[src/rtl/dwu_pkg.sv]
`timescale 1ns/1ps
package dwu_pkg;
    localparam int unsigned ADDR_W = 16;
    localparam int unsigned CNT_W  = 8;
    localparam int unsigned DATA_W = 16;

    typedef logic [ADDR_W-1:0] addr_t;
    typedef logic [CNT_W-1:0]  cnt_t;
    typedef logic [DATA_W-1:0] data_t;

    typedef enum logic [1:0] {
        ST_FETCH = 2'd0,
        ST_LOAD  = 2'd1,
        ST_RUN   = 2'd2,
        ST_DRAIN = 2'd3
    } seq_state_e;

    typedef struct packed {
        addr_t base;
        cnt_t  inner;
        cnt_t  outer;
        addr_t in_step;
        addr_t row_step;
        logic  sync;
    } wu_desc_t;

    typedef struct packed {
        addr_t addr;
        data_t data;
    } xfer_item_t;

    // transmit side: the finishing unit's flag asks for an empty FIFO first
    function automatic logic drain_before_next(input logic is_rx, input logic outgoing_sync);
        return !is_rx && outgoing_sync;
    endfunction

    // receive side: the starting unit's flag discards buffered items
    function automatic logic flush_on_accept(input logic is_rx, input logic incoming_sync);
        return is_rx && incoming_sync;
    endfunction

    // zero and one are both "last position"
    function automatic logic more_than_one(input cnt_t c);
        return c > cnt_t'(1);
    endfunction
endpackage

[src/rtl/dwu_fifo.sv]
`timescale 1ns/1ps
module dwu_fifo
    import dwu_pkg::*;
#(
    parameter int unsigned DEPTH = 4
) (
    input  logic                         clk,
    input  logic                         rst,
    input  logic                         push,
    input  logic                         pop,
    input  logic                         flush,
    input  xfer_item_t                   wr_item,
    output xfer_item_t                   rd_item,
    output logic                         empty,
    output logic                         full,
    output logic [$clog2(DEPTH+1)-1:0]   level
);
    localparam int unsigned PTR_W = (DEPTH > 1) ? $clog2(DEPTH) : 1;
    localparam int unsigned LVL_W = $clog2(DEPTH + 1);

    xfer_item_t       slots [DEPTH];
    logic [PTR_W-1:0] wr_ptr;
    logic [PTR_W-1:0] rd_ptr;
    logic             do_push;
    logic             do_pop;

    function automatic logic [PTR_W-1:0] bump(input logic [PTR_W-1:0] p);
        return (p == PTR_W'(DEPTH - 1)) ? '0 : p + 1'b1;
    endfunction

    assign empty   = (level == '0);
    assign full    = (level == LVL_W'(DEPTH));
    assign do_push = push && !full;
    assign do_pop  = pop && !empty;
    assign rd_item = slots[rd_ptr];

    always_ff @(posedge clk) begin
        if (do_push && !flush) begin
            slots[wr_ptr] <= wr_item;
        end
    end

    always_ff @(posedge clk) begin
        if (rst || flush) begin
            wr_ptr <= '0;
            rd_ptr <= '0;
            level  <= '0;
        end else begin
            if (do_push) begin
                wr_ptr <= bump(wr_ptr);
            end
            if (do_pop) begin
                rd_ptr <= bump(rd_ptr);
            end
            case ({do_push, do_pop})
                2'b10:   level <= level + 1'b1;
                2'b01:   level <= level - 1'b1;
                default: level <= level;
            endcase
        end
    end
endmodule

[src/rtl/dwu_agen.sv]
`timescale 1ns/1ps
module dwu_agen
    import dwu_pkg::*;
(
    input  logic  clk,
    input  logic  rst,
    input  logic  load,
    input  logic  step,
    input  addr_t base,
    input  cnt_t  inner,
    input  cnt_t  outer,
    input  addr_t in_step,
    input  addr_t row_step,
    output addr_t addr,
    output logic  last
);
    cnt_t inner_left;
    cnt_t outer_left;

    assign last = !more_than_one(inner_left) && !more_than_one(outer_left);

    always_ff @(posedge clk) begin
        if (rst) begin
            addr       <= '0;
            inner_left <= '0;
            outer_left <= '0;
        end else if (load) begin
            addr       <= base;
            inner_left <= inner;
            outer_left <= outer;
        end else if (step) begin
            if (more_than_one(inner_left)) begin
                inner_left <= inner_left - 1'b1;
                addr       <= addr + in_step;
            end else if (more_than_one(outer_left)) begin
                outer_left <= outer_left - 1'b1;
                inner_left <= inner;
                addr       <= addr + row_step;
            end
        end
    end
endmodule

[src/rtl/dwu_seq.sv]
`timescale 1ns/1ps
module dwu_seq
    import dwu_pkg::*;
(
    input  logic       clk,
    input  logic       rst,
    input  logic       is_rx,
    input  logic       desc_valid,
    input  wu_desc_t   desc_in,
    output logic       desc_ready,
    output wu_desc_t   held,
    output seq_state_e state,
    output logic       load_wu,
    output logic       flush,
    input  logic       fifo_empty,
    input  logic       item_fire,
    input  logic       item_last,
    output logic       done_irq
);
    logic accept;

    assign desc_ready = (state == ST_FETCH);
    assign accept     = desc_valid && desc_ready;
    assign flush      = accept && flush_on_accept(is_rx, desc_in.sync);
    assign load_wu    = (state == ST_LOAD);

    always_ff @(posedge clk) begin
        if (rst) begin
            state    <= ST_FETCH;
            held     <= '0;
            done_irq <= 1'b0;
        end else begin
            done_irq <= 1'b0;
            case (state)
                ST_FETCH: begin
                    if (accept) begin
                        held  <= desc_in;
                        state <= ST_LOAD;
                    end
                end
                ST_LOAD: begin
                    state <= ST_RUN;
                end
                ST_RUN: begin
                    if (item_fire && item_last) begin
                        if (drain_before_next(is_rx, held.sync)) begin
                            state <= ST_DRAIN;
                        end else begin
                            state    <= ST_FETCH;
                            done_irq <= 1'b1;
                        end
                    end
                end
                ST_DRAIN: begin
                    if (fifo_empty) begin
                        state    <= ST_FETCH;
                        done_irq <= 1'b1;
                    end
                end
                default: state <= ST_FETCH;
            endcase
        end
    end
endmodule

[src/rtl/dma_wu_ctrl.sv]
`timescale 1ns/1ps
module dma_wu_ctrl
    import dwu_pkg::*;
#(
    parameter int unsigned FIFO_DEPTH = 4
) (
    input  logic              clk,
    input  logic              rst,
    input  logic              cfg_rx,
    input  logic              desc_valid,
    output logic              desc_ready,
    input  logic [ADDR_W-1:0] desc_base,
    input  logic [CNT_W-1:0]  desc_inner,
    input  logic [CNT_W-1:0]  desc_outer,
    input  logic [ADDR_W-1:0] desc_in_step,
    input  logic [ADDR_W-1:0] desc_row_step,
    input  logic              desc_sync,
    input  logic              up_valid,
    output logic              up_ready,
    input  logic [DATA_W-1:0] up_data,
    output logic              dn_valid,
    input  logic              dn_ready,
    output logic [ADDR_W-1:0] dn_addr,
    output logic [DATA_W-1:0] dn_data,
    output logic              st_fetch,
    output logic              done_irq
);
    localparam int unsigned LVL_W = $clog2(FIFO_DEPTH + 1);

    wu_desc_t         desc_in;
    wu_desc_t         held;
    seq_state_e       seq_state;
    logic             load_wu;
    logic             flush;
    logic             fifo_empty;
    logic             fifo_full;
    logic [LVL_W-1:0] fifo_level;
    logic             item_fire;
    logic             item_last;
    addr_t            cur_addr;
    xfer_item_t       wr_item;
    xfer_item_t       rd_item;

    assign desc_in = '{base: desc_base, inner: desc_inner, outer: desc_outer,
                       in_step: desc_in_step, row_step: desc_row_step, sync: desc_sync};

    assign up_ready  = (seq_state == ST_RUN) && !fifo_full;
    assign item_fire = up_valid && up_ready;
    assign st_fetch  = (seq_state == ST_FETCH) || (seq_state == ST_LOAD);
    assign wr_item   = '{addr: cur_addr, data: up_data};
    assign dn_valid  = !fifo_empty;
    assign dn_addr   = rd_item.addr;
    assign dn_data   = rd_item.data;

    dwu_seq u_seq (
        .clk        (clk),
        .rst        (rst),
        .is_rx      (cfg_rx),
        .desc_valid (desc_valid),
        .desc_in    (desc_in),
        .desc_ready (desc_ready),
        .held       (held),
        .state      (seq_state),
        .load_wu    (load_wu),
        .flush      (flush),
        .fifo_empty (fifo_empty),
        .item_fire  (item_fire),
        .item_last  (item_last),
        .done_irq   (done_irq)
    );

    dwu_agen u_agen (
        .clk      (clk),
        .rst      (rst),
        .load     (load_wu),
        .step     (item_fire),
        .base     (held.base),
        .inner    (held.inner),
        .outer    (held.outer),
        .in_step  (held.in_step),
        .row_step (held.row_step),
        .addr     (cur_addr),
        .last     (item_last)
    );

    dwu_fifo #(.DEPTH(FIFO_DEPTH)) u_fifo (
        .clk     (clk),
        .rst     (rst),
        .push    (item_fire),
        .pop     (dn_valid && dn_ready),
        .flush   (flush),
        .wr_item (wr_item),
        .rd_item (rd_item),
        .empty   (fifo_empty),
        .full    (fifo_full),
        .level   (fifo_level)
    );
endmodule

[config.mk]
export PLATFORM = sky130hd
export DESIGN_NAME = dma_wu_ctrl
export DESIGN_NICKNAME = d
export VERILOG_FILES = /design/src/rtl/dwu_pkg.sv /design/src/rtl/dwu_fifo.sv /design/src/rtl/dwu_agen.sv /design/src/rtl/dwu_seq.sv /design/src/rtl/dma_wu_ctrl.sv
export SDC_FILE = /design/constraint.sdc
export NUM_CORES = 1
export LEC_CHECK = 0
export BUFFER_PORTS_ARGS = -buffer_cell sky130_fd_sc_hd__buf_2
export CAP_MARGIN = 25
export CORE_UTILIZATION = 47
export DETAILED_ROUTE_END_ITERATION = 8
export PLACE_DENSITY = 0.76
export SKIP_CTS_REPAIR_TIMING = 1
export SLEW_MARGIN = 20
export SYNTH_ARGS = -nofsm -noshare
export SYNTH_HDL_FRONTEND = slang
export SYNTH_HIERARCHICAL = 1
export SYNTH_SLANG_ARGS = --single-unit
[constraint.sdc]
create_clock -name clk -period 6.2 [get_ports clk]
set_clock_uncertainty 0.2 [all_clocks]
set_input_delay 0.62 -clock clk [delete_from_list [all_inputs] [get_ports clk]]
set_output_delay 0.62 -clock clk [all_outputs]
set_load 0.03 [all_outputs]
# Word level (Yosys, flattened, before mapping)
# Memory sizes are Yosys's and may differ from the RTL's. A register that Yosys moved wholly into a read port is not among the register bits.
# Cells that the tools add are included.
totals:
  regBits: 107
  latch_bits: 0
  mem_bits_rw: 128
  mem_bits_ro: 0
  in_bits: 87
  out_inout_bits: 37
  wordCells: 95
  memories: 1
memory_table:
  columns: ["memory", "words", "width", "rd", "rd_ports_with_merged_regs", "write_ports", "line", "source"]
  rows:
  - ["u_fifo.slots", 4, 32, 1, 1, 1, "dwu_fifo.sv:21", "xfer_item_t slots [DEPTH];"]
op_classes:
  n_addsub: 8
  multipliers: 0
  div: 0
  order_cmp: 2
  n_eq_ne: 12
  n_shift: 0
  n_mux: 28
  bitwise: 0
  n_reduce_logical: 30
ops:
  columns: ["op", "count"]
  rows:
  - ["two-way mux 16 bit", 4]
  - ["two-way mux 8 bit", 8]
  - ["adder 16 bit", 2]
  - ["> comparator 8 x 1 -> 1 bit, second input constant", 2]
  - ["two-way mux 2 bit", 8]
  - ["subtractor 8 x 1 -> 8 bit, second input constant", 2]
  - ["logical AND 1 bit", 12]
  - ["equality test 2 bit, second input constant", 5]
  - ["one-hot mux 2 bit (4 select lines)", 1]
  - ["logical NOT 1 bit", 6]
  - ["one-hot mux 3 bit (2 select lines)", 1]
  - ["AND reduction 3 bit", 2]
  - ["nonzero test 2 bit", 3]
  - ["two-way mux 1 bit", 5]
  - ["adder 2 x 1 -> 2 bit, second input constant", 2]
  - ["equality test 2 x 1 -> 1 bit, second input constant", 2]
  - ["!= test 2 x 1 -> 1 bit, second input constant", 2]
  - ["!= test 2 bit, second input constant", 2]
  - ["AND reduction 2 bit", 2]
  - ["adder 3 x 1 -> 3 bit, second input constant", 1]
  - ["equality test 3 bit, second input constant", 1]
  - ["logical NOT 3 bit", 1]
  - ["nonzero test 3 bit", 1]
  - ["subtractor 3 x 1 -> 3 bit, second input constant", 1]
  - ["3 further kinds", 4]

# Longest topological paths before layout
depth:
  word_depth: 8
  mapped_depth: 14

# Hierarchy
# Netlist, hierarchy kept.
modules_own_cells:
  columns: ["module", "instances", "cells_per_inst", "area_each_um2"]
  rows:
  - ["dwu_fifo", 1, 221, 5124.9]
  - ["dwu_agen", 1, 347, 2728.9]
  - ["dwu_seq", 1, 307, 2459.9]
  - ["dma_wu_ctrl", 1, 5, 33.8]

# Least setup slack after synthesis
# No wires, ideal clock.
synth_path:
  path_kind: "input -> register"
  from: "input desc_valid"
  to: "memory u_fifo/slots[2][0] in the netlist's numbering, enable pin"
  arrival_ps: 3591
  setup_slack_ps: 1941
  path_stages: 4
  n_path_buf: 1
  cell_sequence: "nor3b_2 buf_2 and3_1 nor3b_1"
synth_between:
  elab_chain_cells: 6
synth_lines:
  columns: ["item", "line", "source"]
  rows:
  - ["start, declared", "dma_wu_ctrl.sv:10", "input logic desc_valid,"]
  - ["logical AND 1 bit", "dwu_seq.sv:23", "assign accept = desc_valid && desc_ready;"]
  - ["logical AND 1 bit", "dwu_seq.sv:24", "assign flush = accept && flush_on_accept(is_rx, desc_in.sync);"]
  - ["net flush", "dma_wu_ctrl.sv:34", "logic flush;"]
  - ["logical NOT 1 bit", "dwu_fifo.sv:38", "if (do_push && !flush) begin"]
  - ["logical AND 1 bit", "dwu_fifo.sv:38", null]
  - ["two-way mux 1 bit", "dwu_fifo.sv:38", null]
  - ["two-way mux 1 bit (not written as such)", "dwu_fifo.sv:39", "slots[wr_ptr] <= wr_item;"]
  - ["end, declared", "dwu_fifo.sv:21", null]
# The timed path passes the listed nets, and every way through them passes these cells.

# Final worst setup path
layout_path:
  from: "register u_agen.inner_left[2]"
  to: "register u_agen.addr[13]"
layout_between:
  elab_chain_cells: 4
layout_lines:
  columns: ["item", "line", "source"]
  rows:
  - ["start, declared", "dwu_agen.sv:17", "cnt_t inner_left;"]
  - ["start signal, assigned", "dwu_agen.sv:29", "inner_left <= inner;"]
  - ["start signal, assigned", "dwu_agen.sv:33", "inner_left <= inner_left - 1'b1;"]
  - ["start signal, assigned", "dwu_agen.sv:37", "inner_left <= inner;"]
  - ["> comparator 8 x 1 -> 1 bit *", "dwu_pkg.sv:44", "return c > cnt_t'(1);"]
  - ["two-way mux 16 bit", "dwu_agen.sv:32", "if (more_than_one(inner_left)) begin"]
  - ["two-way mux 16 bit", "dwu_agen.sv:31", "end else if (step) begin"]
  - ["two-way mux 16 bit", "dwu_agen.sv:27", "end else if (load) begin"]
  - ["end signal, assigned", "dwu_agen.sv:28", "addr <= base;"]
  - ["end signal, assigned", "dwu_agen.sv:34", "addr <= addr + in_step;"]
  - ["end signal, assigned", "dwu_agen.sv:38", "addr <= addr + row_step;"]
  - ["end, declared", "dwu_agen.sv:14", "output addr_t addr,"]
# Every way passes the cells marked *; elsewhere a longest branch is shown, timed or not. The select of a mux whose other input is x is not followed.
# A chain may end at the register's enable or synchronous reset.

==> results.cfg <==
[status]
status = finished, final reports clean

[clocking]
cts_inserted_buffers = 24
clk_pin_slew_ps = 60
cts_tree = yes
clk_latency_ps = 510
cts_root_buffer = clkbuf_16
clock_path_buffers = 3
cts_sinks = 237
htreeDepth = 1

[layout]
utilization_pct = 55.7
antenna_cells = 0
final_layout_size_suffix_gt1_share_pct = 24.0
area.growth.synth_to_final_pct = 14.6
n_fill_cell = 1779
nets = 1111
fin_area_sq_um = 11900

[floorplanning]
die_h_microns = 150
rows = 53
ios = 124
dieArea_sq_um = 22600
start_util_pct = 48.6
die_x_microns = 150
coreArea_sq_um = 21300

[synthesis]
synth_xor_xnor_area_share_pct = 1.61
async_flop_share_pct = 0
synth_seq_cells = 237
synth.avg_cell_area_sq_um = 11.8
yosys-top-cells-count = nand2_1, edfxtp_1, dfxtp_1, a21oi_1, mux4_2
synth_top_family_by_area = simple AND/OR/NAND/NOR gates
synthDistinctLibCells = 69
synthTopCellsByArea = edfxtp_1, dfxtp_1, mux4_2, nand2_1, a21oi_1
synthAdderAreaFrac_pct = 3.65
synth_most_common_cell = nand2_1
synthCells = 880
ys_warn_count = 6
muxShareOfSynthArea_pct = 8.89
synth-main-ff-cell = edfxtp_1
seq_area_frac_synth_pct = 58.2
synth_edf_count = 128
yosys.area.top_type = edfxtp_1
synth.cell_area_sq_um = 10300
synth-simple-area-share_pct = 12.8
synth_fp_nets = 996
synth_top_area_share_pct = 37.1
synth_compound_area_share_pct = 10.9

[critical_path]
path_cells = or3_1 -> nor3_4 -> mux2_2 -> ha_1 -> o211ai_1 -> o21ai_0 -> a22o_1 -> a2111oi_0 -> a31o_2 -> nor2_1
cp-end-kind = register
cp_slowest_cell = nor3_4
crit_type = register to register
arrival_ps = 4560
critPathMaxStageDelay_ps = 740
critPathRequiredTime_ps = 6390
critPathLaunchType = register
crit_fanout = 17

[power]
finalPower_w = 0.00411
powerDensity_nw_per_um2 = 347
vdd_drop_max_mv = 0.216
leakage_nw = 4.37

[routing]
wire_per_inst_microns = 16.6
drt_iter0_markers = 472
drcViolationCount = 0
drt_pass1_iterations = 5
routed_wl_mm = 21.4
via_count = 7045
postRouteAntennaNets = 0
via_per_inst = 5.47

[grt]
grtUsageTotal_pct = 19.2
overflow = 0
use_met3_pct = 3.24
use_met1_pct = 25.0
busiest_layer = met2
grt_start_max_net_pins = 89
gr-usage-met2_pct = 32.3
antenna_found_initial = 0
grt_pass1_wl_mm = 34.0
grt_pass1_vias = 6690

[placement]
place_ws_ps = 1880
gp_congestion = 0.903
dp_hpwl_mm = 14.2
io_buffers = 123
place_area_sq_um = 11100

[sta]
fin_crit_ps = 4370
finalCritPeriodShare_pct = 70.5
finalSetupViolCount = 0
tightest_slew_ps = 899
rsz0062_at_grt = no
hold_violations = 0
max_freq_ghz = 0.229
tns_ps = 0
max_slew_margin_pct = 40.1
slew_viol_final = 0
setup_ws_ps = 1830

[flow_run]
cap_violations = 0

[hold_path]
worstHoldPathType = input port to register
cell usage in the layout, fill, tap and decap left out, types with 24 or more instances in the layout:
cell type / n
nand2_1: 191
edfxtp_1: 128
buf_2: 123
dfxtp_1: 108
a21oi_1: 107
mux4_2: 32
nor2_1: 30
ha_1: 27
clkbuf_16: 24
o21ai_0: 24
cell type report:
cell class / count / area, sq um / share of cell area, %
flip-flops and latches: 237 / 6030 / 50.8
clock inverters: 7 / 53.8 / 0.454
well taps: 275 / 344 / 2.90
multi-input cells: 573 / 3960 / 33.4
repair buffers: 136 / 713 / 6.01
inverters: 23 / 86.3 / 0.728
clock buffers: 36 / 676 / 5.70
where the power goes:
part	leakage [nW]	total (W)	internal (W)	switching (W)
clock	0.347	0.00132	0.000756	0.000563
combinational	1.98	0.000942	0.000370	0.000572
sequential	2.04	0.00185	0.00176	0.0000889
total	4.37	0.00411	0.00289	0.00122
layer usage:
layer / up-vias / share of wire (%)
li1: 3445 / -
met1: 3382 / 43
met2: 180 / 49
met3: 38 / 5.2
met4: 0 / 3.0
met5: - / 0
worst max-delay path: cells and delay by family, from the launching register on:
family	cells	cell delay (ps)
compound gates	5	1670
flops	1	360
fa+ha+maj	1	340
simple gates	3	1260
mux	1	420
registers in the layout, indices dropped and copies added (netlist names), named ones only:
signal             count
u_seq/state            2
u_agen/outer_left      8
u_fifo/level           3
u_agen/addr           16
u_fifo/rd_ptr          2
u_seq/done_irq         1
u_fifo/slots         128
u_seq/held            65
u_agen/inner_left      8
u_fifo/wr_ptr          2
metrics by stage:
| stage | hold WS, ps | cells |
|---|---|---|
| 6_report | 120 | 1287 |
| 2_1_floorplan | 232 | 880 |
| 3_3_place_gp | 240 | 1243 |
| 3_5_place_dp | 243 | 1244 |
| 5_1_grt | 112 | 1287 |
| 4_1_cts | 100 | 1287 |
kinds of logic (layout without fill, tap and decap cells):
group | after synthesis | in the layout
compound gates | 185 | 185
xor+xnor | 19 | 19
fa+ha+maj | 29 | 29
buf+inv | 70 | 202
flops | 237 | 237
mux | 50 | 50
simple gates | 290 | 290
final timing paths:
kind	from	end	slack [ps]	depth (start not counted)
worst max-delay path	u_agen/inner_left[2]$_SDFFE_PP0P_	u_agen/addr[13]$_SDFFE_PP0P_	1830	10
worst min-delay path	up_data[1]	u_fifo/slots[2][1]$_DFFE_PP_	120	1
worst max register to register	u_agen/inner_left[2]$_SDFFE_PP0P_	u_agen/addr[13]$_SDFFE_PP0P_	1830	10
worst min register to register	u_seq/held[0]$_SDFFE_PP0P_	u_seq/held[0]$_SDFFE_PP0P_	250	2
Note: power is estimated with default switching activity, not from simulation.
